$ cat src/rtl/mws_pkg.sv
package mws_pkg;
  // number of shift clocks in a frame for the selected width
  function automatic int frame_len(input logic wide, input int w, input int n);
    return wide ? w : n;
  endfunction

  // bit of the shift register that is presented first
  function automatic int out_idx(input logic wide, input int w, input int n);
    return wide ? (w - 1) : (n - 1);
  endfunction

  // clear the bits above a narrow frame
  function automatic logic [15:0] narrow_mask(input logic wide, input int n);
    logic [15:0] m;
    m = '0;
    for (int i = 0; i < 16; i++) m[i] = wide || (i < n);
    return m;
  endfunction
endpackage

$ cat src/rtl/mws_sync.sv
module mws_sync #(
  parameter int BITS   = 1,
  parameter int STAGES = 2
) (
  input  logic            clk,
  input  logic            rst_n,
  input  logic [BITS-1:0] d_i,
  output logic [BITS-1:0] q_o
);
  logic [BITS-1:0] stage_q [STAGES];

  always_ff @(posedge clk or negedge rst_n) begin
    if (!rst_n) begin
      for (int s = 0; s < STAGES; s++) stage_q[s] <= '0;
    end else begin
      stage_q[0] <= d_i;
      for (int s = 1; s < STAGES; s++) stage_q[s] <= stage_q[s-1];
    end
  end

  assign q_o = stage_q[STAGES-1];
endmodule

$ cat src/rtl/mws_shifter.sv
module mws_shifter
  import mws_pkg::*;
#(
  parameter int WIDTH  = 16,
  parameter int NARROW = 8,
  localparam int CW    = $clog2(WIDTH)
) (
  input  logic             clk,
  input  logic             rst_n,
  input  logic             cs_act,
  input  logic             cs_start,
  input  logic             rise,
  input  logic             fall,
  input  logic             mosi_s,
  input  logic             wide,
  input  logic             echo_en,
  input  logic [WIDTH-1:0] tx_word,
  input  logic             tx_valid,
  output logic             tx_take,
  output logic             frm_start,
  output logic             frm_done,
  output logic [WIDTH-1:0] rx_word,
  output logic             out_bit,
  output logic             echo_act,
  output logic [CW-1:0]    bit_cnt
);
  logic [WIDTH-1:0] tx_sh, rx_sh;
  logic             reload_pend;
  logic             load;
  logic             last_bit;
  logic [CW-1:0]    last_cnt;

  assign last_cnt  = CW'(frame_len(wide, WIDTH, NARROW) - 1);
  assign last_bit  = (bit_cnt == last_cnt);
  assign load      = cs_start | (fall & reload_pend);
  assign tx_take   = load & tx_valid;
  assign frm_start = rise & (bit_cnt == '0);

  always_ff @(posedge clk or negedge rst_n) begin
    if (!rst_n) begin
      tx_sh       <= '0;
      rx_sh       <= '0;
      bit_cnt     <= '0;
      reload_pend <= 1'b0;
      echo_act    <= 1'b0;
      frm_done    <= 1'b0;
    end else begin
      frm_done <= 1'b0;
      if (!cs_act) begin
        bit_cnt     <= '0;
        reload_pend <= 1'b0;
      end else begin
        if (load) begin
          tx_sh       <= tx_word;
          echo_act    <= echo_en & ~tx_valid;
          reload_pend <= 1'b0;
        end else if (fall && bit_cnt != '0) begin
          tx_sh <= tx_sh << 1;
        end
        if (rise) begin
          rx_sh <= {rx_sh[WIDTH-2:0], mosi_s};
          if (last_bit) begin
            bit_cnt     <= '0;
            frm_done    <= 1'b1;
            reload_pend <= 1'b1;
          end else begin
            bit_cnt <= bit_cnt + 1'b1;
          end
        end
      end
    end
  end

  assign out_bit = tx_sh[out_idx(wide, WIDTH, NARROW)];
  assign rx_word = rx_sh & WIDTH'(narrow_mask(wide, NARROW));
endmodule

$ cat src/rtl/mws_status.sv
module mws_status #(
  parameter int WIDTH = 16
) (
  input  logic             clk,
  input  logic             rst_n,
  input  logic             frm_done,
  input  logic             frm_start,
  input  logic [WIDTH-1:0] rx_word,
  input  logic             rx_rd,
  input  logic             ovr_clr,
  input  logic             shifting,
  output logic [WIDTH-1:0] rx_buf,
  output logic             rbf,
  output logic             shf,
  output logic             ovr,
  output logic             busy
);
  logic [WIDTH-1:0] hold_q;
  logic [WIDTH-1:0] buf_n, hold_n;
  logic             rbf_n, shf_n, ovr_set;

  always_comb begin
    buf_n   = rx_buf;
    hold_n  = hold_q;
    rbf_n   = rbf;
    shf_n   = shf;
    ovr_set = 1'b0;
    if (rx_rd) begin
      if (shf) begin
        buf_n = hold_q;
        shf_n = 1'b0;
      end else begin
        rbf_n = 1'b0;
      end
    end
    if (frm_start && shf_n && rbf_n) begin
      ovr_set = 1'b1;
      shf_n   = 1'b0;
    end
    if (frm_done) begin
      if (!rbf_n) begin
        buf_n = rx_word;
        rbf_n = 1'b1;
      end else begin
        hold_n = rx_word;
        shf_n  = 1'b1;
      end
    end
  end

  always_ff @(posedge clk or negedge rst_n) begin
    if (!rst_n) begin
      rx_buf <= '0;
      hold_q <= '0;
      rbf    <= 1'b0;
      shf    <= 1'b0;
      ovr    <= 1'b0;
    end else begin
      rx_buf <= buf_n;
      hold_q <= hold_n;
      rbf    <= rbf_n;
      shf    <= shf_n;
      if (ovr_set)      ovr <= 1'b1;
      else if (ovr_clr) ovr <= 1'b0;
    end
  end

  assign busy = shifting | shf;
endmodule

$ cat src/rtl/mws_slave.sv
module mws_slave
  import mws_pkg::*;
#(
  parameter int WIDTH       = 16,
  parameter int NARROW      = 8,
  parameter int SYNC_STAGES = 2,
  localparam int CW         = $clog2(WIDTH)
) (
  input  logic             clk,
  input  logic             rst_n,
  input  logic             sck_i,
  input  logic             cs_n_i,
  input  logic             mosi_i,
  output logic             miso_o,
  output logic             miso_oe_o,
  input  logic             wide_i,
  input  logic             echo_en_i,
  input  logic             ie_idle_i,
  input  logic             ie_rbf_i,
  input  logic             ie_ovr_i,
  input  logic             tx_wr_i,
  input  logic [WIDTH-1:0] tx_data_i,
  input  logic             rx_rd_i,
  input  logic             ovr_clr_i,
  output logic [WIDTH-1:0] rx_data_o,
  output logic             tx_valid_o,
  output logic             busy_o,
  output logic             rbf_o,
  output logic             ovr_o,
  output logic             irq_o
);
  logic [2:0]       pins_s;
  logic             sck_s, csa_s, mosi_s;
  logic             sck_d, csa_d;
  logic             rise, fall, cs_start;
  logic [WIDTH-1:0] tx_reg;
  logic             tx_take, frm_start, frm_done, out_bit, echo_act, shf;
  logic [WIDTH-1:0] rx_word;
  logic [CW-1:0]    bit_cnt;

  mws_sync #(.BITS(3), .STAGES(SYNC_STAGES)) u_sync (
    .clk(clk), .rst_n(rst_n),
    .d_i({sck_i, ~cs_n_i, mosi_i}), .q_o(pins_s)
  );
  assign {sck_s, csa_s, mosi_s} = pins_s;

  always_ff @(posedge clk or negedge rst_n) begin
    if (!rst_n) begin
      sck_d <= 1'b0;
      csa_d <= 1'b0;
    end else begin
      sck_d <= sck_s;
      csa_d <= csa_s;
    end
  end

  assign rise     = csa_s &  sck_s & ~sck_d;
  assign fall     = csa_s & ~sck_s &  sck_d;
  assign cs_start = csa_s & ~csa_d;

  // transmit holding register: a write wins over a same-cycle take
  always_ff @(posedge clk or negedge rst_n) begin
    if (!rst_n) begin
      tx_reg     <= '0;
      tx_valid_o <= 1'b0;
    end else if (tx_wr_i) begin
      tx_reg     <= tx_data_i;
      tx_valid_o <= 1'b1;
    end else if (tx_take) begin
      tx_valid_o <= 1'b0;
    end
  end

  mws_shifter #(.WIDTH(WIDTH), .NARROW(NARROW)) u_shift (
    .clk(clk), .rst_n(rst_n), .cs_act(csa_s), .cs_start(cs_start),
    .rise(rise), .fall(fall), .mosi_s(mosi_s), .wide(wide_i),
    .echo_en(echo_en_i), .tx_word(tx_reg), .tx_valid(tx_valid_o),
    .tx_take(tx_take), .frm_start(frm_start), .frm_done(frm_done),
    .rx_word(rx_word), .out_bit(out_bit), .echo_act(echo_act),
    .bit_cnt(bit_cnt)
  );

  mws_status #(.WIDTH(WIDTH)) u_stat (
    .clk(clk), .rst_n(rst_n), .frm_done(frm_done), .frm_start(frm_start),
    .rx_word(rx_word), .rx_rd(rx_rd_i), .ovr_clr(ovr_clr_i),
    .shifting(bit_cnt != '0), .rx_buf(rx_data_o), .rbf(rbf_o),
    .shf(shf), .ovr(ovr_o), .busy(busy_o)
  );

  assign miso_oe_o = ~cs_n_i;
  assign miso_o    = miso_oe_o & (echo_act ? mosi_i : out_bit);
  assign irq_o     = (ie_idle_i & ~busy_o) | (ie_rbf_i & rbf_o) | (ie_ovr_i & ovr_o);
endmodule

$ cat config.mk
export PLATFORM = sky130hd
export DESIGN_NAME = mws_slave
export DESIGN_NICKNAME = d
export VERILOG_FILES = /design/src/rtl/mws_pkg.sv /design/src/rtl/mws_sync.sv /design/src/rtl/mws_shifter.sv /design/src/rtl/mws_status.sv /design/src/rtl/mws_slave.sv
export SDC_FILE = /design/constraint.sdc
export NUM_CORES = 1
export LEC_CHECK = 0
export ABC_AREA = 1
export ABC_CLOCK_PERIOD_IN_PS = 1400
export BUFFER_PORTS_ARGS = -buffer_cell sky130_fd_sc_hd__buf_2
export CORE_UTILIZATION = 50
export CTS_CLUSTER_DIAMETER = 40
export DETAILED_ROUTE_END_ITERATION = 16
export PLACE_DENSITY = 0.73
export SYNTH_ARGS = -nofsm -noshare
export SYNTH_HDL_FRONTEND = slang
export SYNTH_SLANG_ARGS = --single-unit
$ cat constraint.sdc
create_clock -name clk -period 1.4 [get_ports clk]
set_clock_uncertainty 0.05 [all_clocks]
set_input_delay 0.35 -clock clk [delete_from_list [all_inputs] [get_ports clk]]
set_output_delay 0.35 -clock clk [all_outputs]
set_load 0.01 [all_outputs]
## Yosys cells after proc, flatten, opt, wreduce, memory -nomap -nowiden

Index checks and enable logic that the tools add are counted.

| cells by class | value |
|---|---|
| $add $sub $neg | 2 |
| magnitude comparators | 1 |
| equal/unequal tests | 2 |
| multiplexer cells | 34 |
| bitwise logic cells | 24 |
| reductions and logical operators | 12 |

Operator list:

| cell | number |
|---|---|
| 16-bit two-way mux | 6 |
| 32-bit by 6-bit less-than comparator with 1-bit output (second input constant) | 1 |
| 1-bit two-way mux | 22 |
| 4-bit two-way mux | 5 |
| 16-bit bitwise AND | 1 |
| 1-bit bitwise AND | 13 |
| 2-bit AND reduction | 4 |
| 1-bit NOT | 6 |
| 2-bit nonzero test | 3 |
| 4-bit by 1-bit adder with 4-bit output (second input constant) | 1 |
| 1-bit binary-select mux with 4-bit select | 1 |
| 4-bit == test | 1 |
| 4-bit zero test | 1 |
| 1-bit bitwise OR | 4 |
| 4-bit nonzero test | 1 |
| 4-bit by 2-bit subtractor with 4-bit output (second input constant) | 1 |
| 1-bit logical AND | 3 |
| 2-bit by 1-bit != test with 1-bit output (second input constant) | 1 |

| word-level totals | value |
|---|---|
| register bits after elaboration | 99 |
| input port bits | 29 |
| output and inout bits | 23 |

## Depth between registers and ports, before layout

| depth | value |
|---|---|
| word-level depth | 9 |
| mapped depth | 9 |

## Cells and area by module

From an unflattened synthesis, not the netlist that was laid out.

| unflattened totals | value |
|---|---|
| cell total of the unflattened synthesis | 575 |
| area total of the unflattened synthesis | 4700.8 sq um |

Modules (own cells, without submodules):

| module | instances | cells an instance | area each (sq um) | sequential area each (sq um) |
|---|---|---|---|---|
| mws_shifter | 1 | 263 | 2015.7 | 975.9 |
| mws_status | 1 | 210 | 1712.9 | 875.8 |
| mws_slave | 1 | 93 | 799.5 | 475.5 |
| mws_sync | 1 | 9 | 172.7 | 150.1 |

## Worst setup path before layout

OpenSTA, ideal clock, no wires.

| timing path | value |
|---|---|
| path type | register to output |
| from | register u_stat.shf |
| to | output port irq_o |
| data arrival time | 1029 ps |
| required time | 1000 ps |
| path slack | -29 ps |
| stages on the path, launching flop included | 6 |
| buffers on the path | 2 |
| cells stage by stage | dfrtp_1 buf_2 buf_1 inv_1 nand3_1 nand3_1 |

| on the way | value |
|---|---|
| longest elaborated chain between the ends | 5 |

RTL lines:

| element | line | text |
|---|---|---|
| start, declared | mws_status.sv:14 | `output logic shf,` |
| start signal, assigned | mws_status.sv:62 | `shf <= shf_n;` |
| 1-bit bitwise OR | mws_status.sv:68 | `assign busy = shifting \| shf;` |
| 1-bit NOT | mws_slave.sv:92 | `assign irq_o = (ie_idle_i & ~busy_o) \| (ie_rbf_i & rbf_o) \| (ie_ovr_i & ovr_o);` |
| 1-bit bitwise AND | mws_slave.sv:92 |  |
| 1-bit bitwise OR (2 in a row) | mws_slave.sv:92 |  |
| end, declared | mws_slave.sv:30 | `output logic irq_o` |

No other way between the ends.

## Final worst setup path

| timing path | value |
|---|---|
| from | register u_shift.bit_cnt[1] |
| to | output port irq_o |

| on the way | value |
|---|---|
| longest elaborated chain between the ends | 6 |

RTL lines:

| element | line | text |
|---|---|---|
| start, declared | mws_shifter.sv:25 | `output logic [CW-1:0] bit_cnt` |
| start signal, assigned | mws_shifter.sv:67 | `bit_cnt <= bit_cnt + 1'b1;` |
| 4-bit nonzero test | mws_slave.sv:86 | `.shifting(bit_cnt != '0), .rx_buf(rx_data_o), .rbf(rbf_o),` |
| 1-bit bitwise OR | mws_status.sv:68 |  |
| 1-bit NOT | mws_slave.sv:92 |  |
| 1-bit bitwise AND | mws_slave.sv:92 |  |
| 1-bit bitwise OR (2 in a row) | mws_slave.sv:92 |  |

No other way between the ends.

==> parameters.txt <==
Parameter                              Value

Status
  Outcome ... finished, violations left
  Violated checks ... setup timing

Min path
  Type of the tightest min-delay check ... input pin to flip-flop

Synth
  Largest family of logic cells by synthesized area ... simple AND/OR/NAND/NOR gates
  Largest area contributor in the netlist ... sky130_fd_sc_hd__dfrtp_1
  Mean Syn Cell Area ... around 8.4 um2
  Total of flip-flops plus latches after synthesis ... between 90 and 100
  Synth top area share ... approximately 58%
  Share of the synthesized netlist area taken by xor and xnor gates ... less than 1%
  Seq/Total Area, Yosys ... 57.9%
  Multiplexer area fraction after synthesis ... 0%
  Synthesized instance count ... between 500 and 600
  Post-Syn Area ... around 4300 um2
  Compound-cell area share of the yosys netlist ... about 8.5%
  Cell types with the largest area share after synthesis ... sky130_fd_sc_hd__dfrtp_1, sky130_fd_sc_hd__nand2_1, sky130_fd_sc_hd__o21ai_0, sky130_fd_sc_hd__nand3_1, sky130_fd_sc_hd__inv_1
  Adder-cell area share of the yosys netlist ... 0.585%
  Synthesized-area fraction occupied by and/or/nand/nor cells ... between 20% and 30%
  Yosys warnings ... 0
  Mapped Nets ... 540
  Post-synth cell types ... 22

Critical path
  Endpoint kind of the worst setup timing path ... primary output
  Critical Path Fanout Max ... 3
  Required time reported for the critical path endpoint ... 1.00 ns
  Critical setup path kind ... flip-flop to primary output
  Launching element type of the critical path ... flip-flop
  Arr. time, crit path ... around 1.4 ns

Clock network
  H-tree depth reported by CTS ... 3
  Number of clock buffers inserted by TritonCTS ... 9
  Clock sink count ... 99
  Worst skew pair latency ... about 0.38 ns
  Post-CTS clock slew at the launch and capture registers of the worst setup and hold paths ... approximately 0.09 ns
  TritonCTS clock tree ... done
  Root Buffer Master ... sky130_fd_sc_hd__clkbuf_8
  Maximum root-to-sink buffer count ... 2

Detailed routing
  DR vias/cell ... between 5 and 6
  Final antenna-violating net count ... 0
  Final Routed Wirelength ... just under 9000 um
  Number of DRC markers in iteration 0 ... 199
  Residual DRC ... 0
  Drt wl/cell ... about 13 um
  Pre-antenna DRT Iters ... 5
  Total via count in the routed design ... approximately 3,500

STA
  Worst slew margin ... 71.2%
  Hold Fails Final Rpt ... 0
  Worst slack on hold paths ... about 0.029 ns
  Fmax ... 0.553 GHz
  Final number of max-transition violations ... 0
  Final worst setup slack ... -0.407 ns
  Post-route fraction of the period consumed by the critical path ... 129%
  Transition at the pin with the smallest max-transition slack ... 0.432 ns
  Final period demand of the worst path ... approximately 1.8 ns
  Unrepaired setup endpoints after global routing ... yes
  Finish-stage setup viols ... 21

Final layout
  Leading cell type in the layout, fill and taps excluded ... sky130_fd_sc_hd__nand2_1
  Final net count ... between 600 and 700
  Inserted Diodes ... 0
  Leading cell types in the layout, fill and taps excluded ... sky130_fd_sc_hd__nand2_1, sky130_fd_sc_hd__dfrtp_1, sky130_fd_sc_hd__o21ai_0
  Layout-stage area growth over the synthesis result ... 21.3%
  Share of post-route cells with drive strength above 1 ... 22.4%
  Fraction of the core area covered by cells at the end of the flow ... between 60 and 70%
  Post-route design area ... roughly 5200 um2

Global route
  Total routing usage reported by global routing ... 22.0%
  Antenna violations before repair ... 0
  First-pass GRT wire length ... between 15,000 and 20,000 um
  Maximum number of pins on one net before global-route repair ... 47
  Number of global-route vias before repair ... approximately 3,300
  Global-route congestion overflow total ... 0

Placed design
  Post-placement cell area ... about 4700 um2
  Final RePlAce weighted congestion ... 0.753
  Post-detailed-placement half-perimeter wirelength ... about 5700 um
  PortBufs ... 51

Floorplan
  Chip width ... ~94 um
  Std-Cell Core Area ... just over 8000 um2
  Standard-cell row count ... 33
  Die span in y ... around 94 um
  Initial Util ... 51.8%
  Area of the die ... between 8000 and 9000 um2
  Number of top-level pins ... 52

Pwr
  Standby leakage power ... between 2 and 3 nW
  Pwr dens ... roughly 1100 nW/um2
  Max rail drop VDD ... 0.000607 V
  Post-layout total power ... ~5.7 mW

Flow run
  Max Cap Viol ... 0
[cell type report]
| type | instances | area (um2) |
|---|---|---|
| Sequential cell | 99 | 2480 |
| Tap cell | 105 | 131 |
| Clock buffer | 9 | 124 |
| Fill cell | 694 | 3070 |
| Timing Repair Buffer | 87 | 614 |
| Inverter | 61 | 234 |
| Multi-Input combinational cell | 326 | 1550 |
| Clock inverter | 7 | 58.8 |
[per-layer routing]
| layer | part of all wire (%) | global-route usage [%] | vias up |
|---|---|---|---|
| met5 | 0 | 0 | - |
| met4 | 2.4 | 9.47 | 0 |
| met3 | 4.7 | 3.30 | 23 |
| met2 | 48 | 35.8 | 109 |
| met1 | 45 | 29.5 | 1616 |
| li1 | - | - | 1750 |
[Yosys cell counts]
| cell | n |
|---|---|
| sky130_fd_sc_hd__o21ai_1 | 1 |
| sky130_fd_sc_hd__nor2_1 | 5 |
| sky130_fd_sc_hd__buf_2 | 7 |
| sky130_fd_sc_hd__o22ai_1 | 1 |
| sky130_fd_sc_hd__buf_6 | 3 |
| sky130_fd_sc_hd__xor2_1 | 1 |
| sky130_fd_sc_hd__nand3_4 | 1 |
| sky130_fd_sc_hd__clkbuf_1 | 12 |
| sky130_fd_sc_hd__buf_1 | 1 |
| sky130_fd_sc_hd__nand4_1 | 2 |
| sky130_fd_sc_hd__o21ai_0 | 68 |
| sky130_fd_sc_hd__or2_1 | 1 |
| sky130_fd_sc_hd__buf_4 | 2 |
| sky130_fd_sc_hd__nand3_1 | 55 |
| sky130_fd_sc_hd__a21oi_1 | 2 |
| sky130_fd_sc_hd__nand4_2 | 1 |
| sky130_fd_sc_hd__inv_2 | 2 |
| sky130_fd_sc_hd__nand2_4 | 1 |
| sky130_fd_sc_hd__nand2_1 | 183 |
| sky130_fd_sc_hd__dfrtp_1 | 99 |
| sky130_fd_sc_hd__inv_1 | 59 |
| sky130_fd_sc_hd__ha_1 | 2 |
[worst paths after layout]
| path | from | end | slack [ns] | cells past startpoint |
|---|---|---|---|---|
| worst max-delay path | u_shift.bit_cnt[1] | irq_o | -0.41 | 7 |
| worst min-delay path | sck_i | u_sync.stage_q[5] | 0.03 | 1 |
| worst max register to register | u_shift.bit_cnt[1] | u_stat.shf | -0.38 | 13 |
| worst min register to register | u_sync.stage_q[5] | u_sync.q_o[2] | 0.31 | 0 |
| max in group asynchronous | rst_n | u_shift.tx_sh[7] | 0.44 | 3 |
| min in group asynchronous | rst_n | u_stat.rx_buf[5] | 0.33 | 2 |
[cell families (layout without fill, tap and decap cells)]
| family | count (synthesis) | count (layout) |
|---|---|---|
| and+or+nand+nor | 249 | 251 |
| DFF | 99 | 99 |
| buffers and inverters | 86 | 164 |
| AOI/OAI and AO/OA | 72 | 72 |
| adders and majority gates | 2 | 2 |
| xor gates and xnor gates | 1 | 1 |
[power by group]
part	internal (mW)	leakage, nW	switching, mW
logic	0.313	1.35	0.434
registers	3.07	1.30	0.107
clock network	0.671	0.0868	1.06
[what timing repair did]
| action | in CTS | in global routing |
|---|---|---|
| pin swaps | 8 | 8 |
| gates cloned | 2 | 0 |
| endpoints found under the setup margin | 14 | 39 |
| resized for setup | 20 | 20 |
| hold endpoints to repair | 17 | 0 |
| setup buffers | 12 | 3 |
| hold buffers | 1 | 0 |
[critical path, stage by stage (launching register included)]
cell	delay, ns
sky130_fd_sc_hd__dfrtp_1	0.41
sky130_fd_sc_hd__inv_2	0.08
sky130_fd_sc_hd__ha_4	0.14
sky130_fd_sc_hd__nand2_4	0.05
sky130_fd_sc_hd__nor2_4	0.11
sky130_fd_sc_hd__nand3_2	0.07
sky130_fd_sc_hd__nand3_1	0.06
sky130_fd_sc_hd__buf_2	0.12
[metrics by stage]
step / setup TNS (ns) / instances / setup slack, ns
after floorplan: 0 / 509 / 0.0165
after global placement: -0.0890 / 660 / -0.0628
after detailed placement: -0.188 / 660 / -0.0888
after CTS: -1.93 / 691 / -0.431
after global routing: -5.81 / 694 / -0.481
final: -3.79 / 694 / -0.407
Note: power is estimated with default switching activity, not from simulation.
